==> config.mk <==
export PLATFORM = sky130hd
export DESIGN_NAME = keysrch_unit
export DESIGN_NICKNAME = d
export VERILOG_FILES = /design/src/rtl/keysrch_pkg.sv /design/src/rtl/keysrch_test_pipe.sv /design/src/rtl/keysrch_keygen.sv /design/src/rtl/keysrch_bus_slave.sv /design/src/rtl/keysrch_unit.sv
export SDC_FILE = /design/constraint.sdc
export NUM_CORES = 1
export LEC_CHECK = 0
export ABC_AREA = 1
export BUFFER_PORTS_ARGS = -buffer_cell sky130_fd_sc_hd__buf_2
export CAP_MARGIN = 20
export CORE_UTILIZATION = 45
export DETAILED_ROUTE_END_ITERATION = 10
export PLACE_DENSITY_LB_ADDON = 0.05
export SYNTH_ARGS = -nofsm -noshare
export SYNTH_HDL_FRONTEND = slang
export SYNTH_SLANG_ARGS = --single-unit
==> constraint.sdc <==
create_clock -name clk -period 1.5 [get_ports clk]
set_input_delay 0.375 -clock clk [delete_from_list [all_inputs] [get_ports clk]]
set_output_delay 0.375 -clock clk [all_outputs]
set_load 0.05 [all_outputs]
==> src/rtl/keysrch_pkg.sv <==
package keysrch_pkg;

    localparam int ADDR_W    = 8;
    localparam int DATA_W    = 48;
    localparam int KEY_W     = 32;
    localparam int STAT_W    = 8;
    localparam int KVALID_IX = 0;
    localparam int RUN_IX    = 1;
    localparam int KEY_LSB   = STAT_W;
    localparam int PAD_W     = DATA_W - KEY_W - STAT_W;

    typedef struct packed {
        logic              ack;
        logic [DATA_W-1:0] rdata;
    } bus_state_t;

endpackage

==> src/rtl/keysrch_test_pipe.sv <==
module keysrch_test_pipe
    import keysrch_pkg::*;
#(
    parameter int LATENCY = 4
) (
    input  logic             clk,
    input  logic             rst_n,
    input  logic             flush,
    input  logic             feed,
    input  logic [KEY_W-1:0] key,
    input  logic [KEY_W-1:0] target,
    output logic             hit
);

    logic [LATENCY-1:0] pipe_d, pipe_q;

    always_comb begin
        pipe_d    = '0;
        pipe_d[0] = feed && (key == target);
        for (int i = 1; i < LATENCY; i++) begin
            pipe_d[i] = pipe_q[i-1];
        end
        if (flush) begin
            pipe_d = '0;
        end
    end

    always_ff @(posedge clk or negedge rst_n) begin
        if (!rst_n) pipe_q <= '0;
        else        pipe_q <= pipe_d;
    end

    assign hit = pipe_q[LATENCY-1];

    // a reload empties the pipeline of stale flags
    assert_flush_clears_R9: assert property (@(posedge clk) disable iff (!rst_n)
        flush |=> !hit);

endmodule

==> src/rtl/keysrch_keygen.sv <==
module keysrch_keygen
    import keysrch_pkg::*;
#(
    parameter int BLK_BITS = 16,
    parameter int LATENCY  = 4
) (
    input  logic              clk,
    input  logic              rst_n,
    input  logic              load,
    input  logic [DATA_W-1:0] block_num,
    input  logic              hit,
    output logic [KEY_W-1:0]  key,
    output logic              running,
    output logic              key_valid,
    output logic              feed
);

    localparam int CNT_W = $clog2(LATENCY + 1);

    typedef struct packed {
        logic [KEY_W-1:0] key;
        logic             running;
        logic             kvalid;
        logic             draining;
        logic [CNT_W-1:0] cnt;
    } gen_state_t;

    gen_state_t st_d, st_q;
    logic       last_key;
    logic       drained;

    always_comb begin
        st_d     = st_q;
        last_key = &st_q.key[BLK_BITS-1:0];
        drained  = st_q.draining && (st_q.cnt == CNT_W'(LATENCY));
        feed     = st_q.running && !st_q.draining && !hit;

        if (load) begin
            st_d.key      = KEY_W'(block_num << BLK_BITS);
            st_d.running  = 1'b1;
            st_d.kvalid   = 1'b1;
            st_d.draining = 1'b0;
            st_d.cnt      = '0;
        end else if (st_q.running) begin
            if (hit) begin
                st_d.running  = 1'b0;
                st_d.draining = 1'b0;
            end else if (drained) begin
                st_d.running  = 1'b0;
                st_d.kvalid   = 1'b0;
                st_d.draining = 1'b0;
            end else begin
                st_d.key = st_q.key + 1'b1;
                if (st_q.draining) begin
                    st_d.cnt = st_q.cnt + 1'b1;
                end else if (last_key) begin
                    st_d.draining = 1'b1;
                    st_d.cnt      = CNT_W'(1);
                end
            end
        end
    end

    always_ff @(posedge clk or negedge rst_n) begin
        if (!rst_n) st_q <= '0;
        else        st_q <= st_d;
    end

    assign key       = st_q.key;
    assign running   = st_q.running;
    assign key_valid = st_q.kvalid;

    assert_load_starts_R5: assert property (@(posedge clk) disable iff (!rst_n)
        load |=> running && key_valid && (key[BLK_BITS-1:0] == '0));

    assert_halt_freezes_R7: assert property (@(posedge clk) disable iff (!rst_n)
        (running && hit && !load) |=> !running && key_valid && (key == $past(key)));

    assert_step_one_R6: assert property (@(posedge clk) disable iff (!rst_n)
        (running && $past(running) && !$past(load) && !$past(hit) && !load)
        |-> (key == $past(key) + 1'b1));

    assert_run_needs_block_R8: assert property (@(posedge clk) disable iff (!rst_n)
        running |-> key_valid);

endmodule

==> src/rtl/keysrch_bus_slave.sv <==
module keysrch_bus_slave
    import keysrch_pkg::*;
#(
    parameter logic [ADDR_W-1:0] UNIT_ID = 8'h01
) (
    input  logic              clk,
    input  logic              rst_n,
    input  logic              bus_req,
    input  logic              bus_wr,
    input  logic [ADDR_W-1:0] bus_addr,
    input  logic [DATA_W-1:0] bus_wdata,
    input  logic [KEY_W-1:0]  key,
    input  logic              running,
    input  logic              key_valid,
    output logic              bus_ack,
    output logic [DATA_W-1:0] bus_rdata,
    output logic              load,
    output logic [DATA_W-1:0] block_num
);

    bus_state_t       bs_d, bs_q;
    logic             selected;
    logic [KEY_W-1:0] key_field;

    always_comb begin
        selected  = bus_req && (bus_addr == UNIT_ID);
        load      = selected && bus_wr;
        block_num = bus_wdata;
        key_field = key_valid ? key : KEY_W'(1);

        bs_d.ack   = selected;
        bs_d.rdata = '0;
        if (selected && !bus_wr) begin
            bs_d.rdata[KVALID_IX]               = key_valid;
            bs_d.rdata[RUN_IX]                  = running;
            bs_d.rdata[KEY_LSB +: KEY_W]        = key_field;
        end
    end

    always_ff @(posedge clk or negedge rst_n) begin
        if (!rst_n) bs_q <= '0;
        else        bs_q <= bs_d;
    end

    assign bus_ack   = bs_q.ack;
    assign bus_rdata = bs_q.rdata;

    assert_ack_own_R3: assert property (@(posedge clk) disable iff (!rst_n)
        (bus_req && bus_addr == UNIT_ID) |=> bus_ack);

    assert_ignore_foreign_R2: assert property (@(posedge clk) disable iff (!rst_n)
        !(bus_req && bus_addr == UNIT_ID) |=> !bus_ack);

    assert_reply_pad_R3: assert property (@(posedge clk) disable iff (!rst_n)
        (bus_rdata[KEY_LSB-1:RUN_IX+1] == '0) && (bus_rdata[DATA_W-1:DATA_W-PAD_W] == '0));

    assert_idle_probe_R4: assert property (@(posedge clk) disable iff (!rst_n)
        (bus_req && !bus_wr && bus_addr == UNIT_ID && !key_valid)
        |=> (bus_rdata[KEY_LSB +: KEY_W] == KEY_W'(1)));

endmodule

==> src/rtl/keysrch_unit.sv <==
module keysrch_unit
    import keysrch_pkg::*;
#(
    parameter logic [ADDR_W-1:0] UNIT_ID  = 8'h01,
    parameter int                BLK_BITS = 16,
    parameter int                LATENCY  = 4
) (
    input  logic              clk,
    input  logic              rst_n,
    input  logic              bus_req,
    input  logic              bus_wr,
    input  logic [ADDR_W-1:0] bus_addr,
    input  logic [DATA_W-1:0] bus_wdata,
    output logic              bus_ack,
    output logic [DATA_W-1:0] bus_rdata,
    input  logic [KEY_W-1:0]  target_key
);

    logic              load;
    logic [DATA_W-1:0] block_num;
    logic [KEY_W-1:0]  gen_key;
    logic              running;
    logic              key_valid;
    logic              feed;
    logic              hit;

    keysrch_bus_slave #(.UNIT_ID(UNIT_ID)) u_slave (
        .clk       (clk),
        .rst_n     (rst_n),
        .bus_req   (bus_req),
        .bus_wr    (bus_wr),
        .bus_addr  (bus_addr),
        .bus_wdata (bus_wdata),
        .key       (gen_key),
        .running   (running),
        .key_valid (key_valid),
        .bus_ack   (bus_ack),
        .bus_rdata (bus_rdata),
        .load      (load),
        .block_num (block_num)
    );

    keysrch_keygen #(.BLK_BITS(BLK_BITS), .LATENCY(LATENCY)) u_gen (
        .clk       (clk),
        .rst_n     (rst_n),
        .load      (load),
        .block_num (block_num),
        .hit       (hit),
        .key       (gen_key),
        .running   (running),
        .key_valid (key_valid),
        .feed      (feed)
    );

    keysrch_test_pipe #(.LATENCY(LATENCY)) u_pipe (
        .clk    (clk),
        .rst_n  (rst_n),
        .flush  (load),
        .feed   (feed),
        .key    (gen_key),
        .target (target_key),
        .hit    (hit)
    );

    // a halt is only ever taken on a flag from a key that was fed while searching
    assert_hit_only_running_R10: assert property (@(posedge clk) disable iff (!rst_n)
        ($fell(running) && key_valid) |-> $past(hit));

endmodule

Word-level counts from Yosys, hierarchy flattened
Index checks and enable logic that the tools add are counted.

Reduce and logical (&&, ||, !) cells: 17. $add $sub $neg: 2. Shift-type cells: 0. Mux-type cells: 18. $mul: 0. Div/mod/pow operators: 0. Eq/ne operators: 5. Magnitude comparators: 0. Bitwise operators: 0.

Operators with widths (number): 32-bit two-way mux (4); 38-bit two-way mux (2); 32-bit by 1-bit adder with 32-bit output (second input constant) (1); 32-bit equality test (1); 16-bit AND reduction (1); 3-bit two-way mux (3); 8-bit by 1-bit equality test with 1-bit output (second input constant) (1); 4-bit two-way mux (2); 1-bit logical AND (7); 3-bit AND reduction (2); 1-bit two-way mux (5); 2-bit two-way mux (2); 2-bit inequality test (second input constant) (2); 4-bit AND reduction (1); 2-bit nonzero test (2); 3-bit by 1-bit adder with 3-bit output (second input constant) (1); 3-bit equality test (second input constant) (1); 1-bit logical NOT (3); 3-bit nonzero test (1).

Bits in read-only memories: 0. Logic and storage cells: 50. Output and inout port bits: 49. Memories: 0. RAM bits: 0. Latch bits: 0. Input port bits: 92. Register bits: 77.

Logic depth before layout (Yosys ltp)
Depth in word-level cells: 7. Gate-level depth with buffers: 11. Gate-level depth less buffers: 10.

Modules after synthesis
Synthesis repeated with hierarchy kept, for this count alone.

Cells, all modules: 763. Area, all modules: 5332.6 um^2.

Modules (own cells, without submodules): keysrch_keygen (area each 2894.0 um^2, cells an instance 426, instances 1, sequential area each 950.9 um^2); keysrch_bus_slave (area each 1721.7 um^2, cells an instance 186, instances 1, sequential area each 875.8 um^2); keysrch_test_pipe (area each 716.9 um^2, cells an instance 151, instances 1, sequential area each 100.1 um^2).

Least setup slack after synthesis
No wires, ideal clock.

Kind: reg2reg. Start point: register u_gen.st_q[0] (netlist name). End point: register u_gen.st_q (netlist bit u_gen.key[11]). Cell stages (with the launch flop): 9. Clock period less this slack: 1.457 ns. Data arrival time: 1.333 ns. Buffers on the path: 2. Setup slack: 0.043 ns. Library setup time: 0.125 ns. Data required time: 1.375 ns. Cell sequence: dfrtp_1 > inv_1 > ha_1 > nand3_1 > nand2_2 > buf_6 > buf_6 > o31ai_1 > nor2_1.

Word-level cells in the longest chain between the ends: 4.

Ends and longest elaborated chain: from (decl) (line keysrch_keygen.sv:28) `gen_state_t st_d, st_q;`; from (signal assigned) (line keysrch_keygen.sv:66) `else st_q <= st_d;`; 3-bit equality test (line keysrch_keygen.sv:35) `drained = st_q.draining && (st_q.cnt == CNT_W'(LATENCY));`; 1-bit logical AND (line keysrch_keygen.sv:35); 2-bit inequality test (no source line); 3-bit AND reduction (no source line).

Every way passes these cells. A chain may end at the register's enable or synchronous reset.

Worst setup path after layout
Start point: register u_gen.st_q (netlist bit u_gen.key[1]). End point: register u_gen.st_q (netlist bit u_gen.key[23]).

Word-level cells in the longest chain between the ends: 5.

Ends and longest elaborated chain: 32-bit by 1-bit adder with 32-bit output (line keysrch_keygen.sv:53) `st_d.key = st_q.key + 1'b1;`; 32-bit two-way mux (line keysrch_keygen.sv:48) `end else if (drained) begin`; 32-bit two-way mux (line keysrch_keygen.sv:45) `if (hit) begin`; 38-bit two-way mux (line keysrch_keygen.sv:44) `end else if (st_q.running) begin`; 38-bit two-way mux (line keysrch_keygen.sv:38) `if (load) begin`.

Every way passes these cells. The select of a mux whose other input is x is not followed.

==> results.yml <==
run_status:
  status: "finished, violations left"
  violations: "setup timing"
clock_network:
  cts-htree-levels: 3
  clk_pin_slew_ns: 0.08
  clk_latency_ns: 0.37
  cts_root_buf: "clkbuf_8"
  cts_buffers: 9
  cts_tree: "yes"
  cts_sinks: 77
  cts_max_path_buffers: 2
synthesis:
  synth_area_leaders: "dfrtp_1 42%, nand2_1 13%, nor2_1 7.5%, inv_1 6.9%, nand3_1 6.4%"
  yosysMostFrequentCell: "nand2_1"
  synth_cells: 617
  seq_area_frac_synth: 0.422
  avgSynthCellArea_um2: 7.39
  netlist_top_cells_count: "152 x nand2_1, 91 x nor2_1, 84 x inv_1"
  synth_top_area_frac: 0.422
  synth.distinct_cells: 29
  ys_warn_count: 0
  yosys_most_used_dff: "dfrtp_1"
  ys_async_sr_fraction: 1.00
  synth.cell_area_um2: 4560
  ys_ff_latch: 77
  yosysTopAreaCell: "dfrtp_1"
  synth_edf_count: 0
detailed_routing:
  postRouteAntennaNets: 0
  wl_per_cell_um: 15.0
  wirelength_um: 14000
  drc: 0
  num_vias: 4526
  drtIter0Drc: 141
  vias_per_cell: 4.87
  first_pass_iters: 4
critical_path:
  cp-end-kind: "flip-flop"
  start_kind: "flip-flop"
  reg2reg_slack_ns: -0.13
  crit_type: "flip-flop to flip-flop"
  r2r_cells: 10
  rr_startpoint: "u_gen.key[1]"
  crit_end: "u_gen.key[23]"
  startpoint: "u_gen.key[1]"
  worstPathMaxFanout: 5
  reg2reg_to: "u_gen.key[23]"
  cp.arrival_ns: 1.89
  required_ns: 1.76
pwr:
  seqPwrFrac: 0.455
  p_leak_uw: 0.00321
  p_int_uw: 3510
  p_comb_frac: 0.148
  total_power_uw: 4800
  swShare: 0.268
  p_clk_frac: 0.397
  power_switching_uw: 1290
  p_per_area_nw_per_um2: 768
  ir_drop_mv: 0.433
sta:
  fin_crit_sh: 1.08
  finClkSkew_ns: 0.00988
  setup_viol: 17
  drv_slew: 0
  rsz0062_at_grt: "yes"
  setup_slack_ns: -0.125
  tns_ns: -0.829
  fin_crit_ns: 1.63
  max_freq_mhz: 615
  hold_violations: 0
floorplan:
  fp-row-count: 36
  start_util: 0.465
  die_y_um: 103
  fp.dieW_um: 103
  ios: 141
  core_um2: 9820
  dieArea_um2: 10500
min_path:
  min_path_cells: 3
  hold_path_class: "input pin to flip-flop"
global_routing:
  grt_max_degree: 33
  grt_usage: 0.277
  grt-ovfl-total: 0
  antenna_found_initial: 0
  grt_first_pass_wirelength_um: 21200
  grt_pass1_vias: 4241
final_layout:
  antenna_cells: 0
  drive_gt1_frac: 0.338
  area_growth_pct: 37.0
  final_nets: 887
  fillers: 932
placed_design:
  gp_congestion: 0.944
  portBuffers: 94
  place_ws_ns: -0.0991
  hpwlAfterDp_um: 10700
job:
  drv_cap: 0
## worst min path at each step
stage / from / end
after floorplan: rst_n / u_gen.key[0]
after global placement: rst_n / u_slave.bus_rdata[15]
after detailed placement: rst_n / u_slave.bus_rdata[17]
after CTS: bus_wdata[0] / u_gen.key[16]
after global routing: bus_wdata[8] / u_gen.key[24]
final: bus_wdata[0] / u_gen.key[16]
## sequential cells by signal, summed over array words and instances, names as in the netlist
name and count:
u_gen.key_valid 1, u_gen.st_q 4, u_gen.key 32, u_gen.running 1
u_slave.bus_ack 1, u_pipe.pipe_q 4, u_slave.bus_rdata 34
## area by class of cell
| class | count | area [um2] | area share |
|---|---|---|---|
| well taps | 133 | 166 | 0.0266 |
| repair buffers | 177 | 1230 | 0.198 |
| clock buffers | 9 | 124 | 0.0198 |
| inverters | 86 | 328 | 0.0525 |
| clock inverters | 6 | 113 | 0.0180 |
| flip-flops and latches | 77 | 1930 | 0.309 |
| multi-input cells | 441 | 2350 | 0.377 |
## worst max-delay path, cell delays in order (launching register included)
cell and delay, ns:
dfrtp_1 0.43, buf_4 0.14, buf_6 0.08, nand2_1 0.07, nor2_4 0.13, buf_6 0.13, nand3_4 0.12, nor2_4 0.17
nand3_2 0.09, nand3_1 0.10, nand2_1 0.06
## layout by cell type (no fill, tap or decap), types with 9 or more instances in the layout
cell type  count
o21ai_0       15
nor2_1        82
nand3_1       47
xor2_1        13
nand3_2       19
nand2_2       10
inv_1         78
nor3_1         9
nor2_4        13
clkbuf_8       9
buf_4         69
nand2_1      146
conb_1        14
xnor2_1       10
nand4_1       17
dfrtp_1       74
buf_2         93
nor2_2        11
## per-stage QoR
stage          cells  area [um2]   util  hold WS (ns)
2_1_floorplan    630        4610      -        0.0794
3_3_place_gp     901        5680  0.578         0.256
3_5_place_dp     901        5680  0.578         0.260
4_1_cts          919        6010  0.612         0.200
5_1_grt          929        6250  0.636         0.239
6_report         929        6250  0.636         0.209
## power groups by stage
stage	clock network, uW	registers [uW]	logic (uW)
finish	1910	2180	713
global route	2020	2190	776
CTS	1940	2180	664
detailed placement	0	2220	651
global placement	0	2220	647
floorplan	0	2210	325
## cell families after synthesis
family                     count (synthesis)  synth area share
and+or+nand+nor                          360             0.361
buffers and inverters                    112             0.114
DFF                                       77             0.422
AOI/OAI and AO/OA                         41            0.0494
xor gates and xnor gates                  23            0.0442
adders and majority gates                  3           0.00823
other                                      1          0.000822
## routing by layer
layer  vias up  part of all wire  GRT usage  wire length [um]
li1       2259                 -          -                 -
met1      2103              0.44      0.365              6190
met2       141              0.47      0.452              6580
met3        23             0.065     0.0427               906
met4         0             0.022      0.118               306
met5         -                 0          0                 0
## repair_timing
action | CTS | global route
setup buffers | 2 | 9
setup endpoints to repair | 28 | 35
hold buffers | 1 | 0
endpoints found under the hold margin | 13 | 0
cloned | 0 | 1
pin swaps | 10 | 15
resized for setup | 20 | 46
Note: power is estimated with default switching activity, not from simulation.
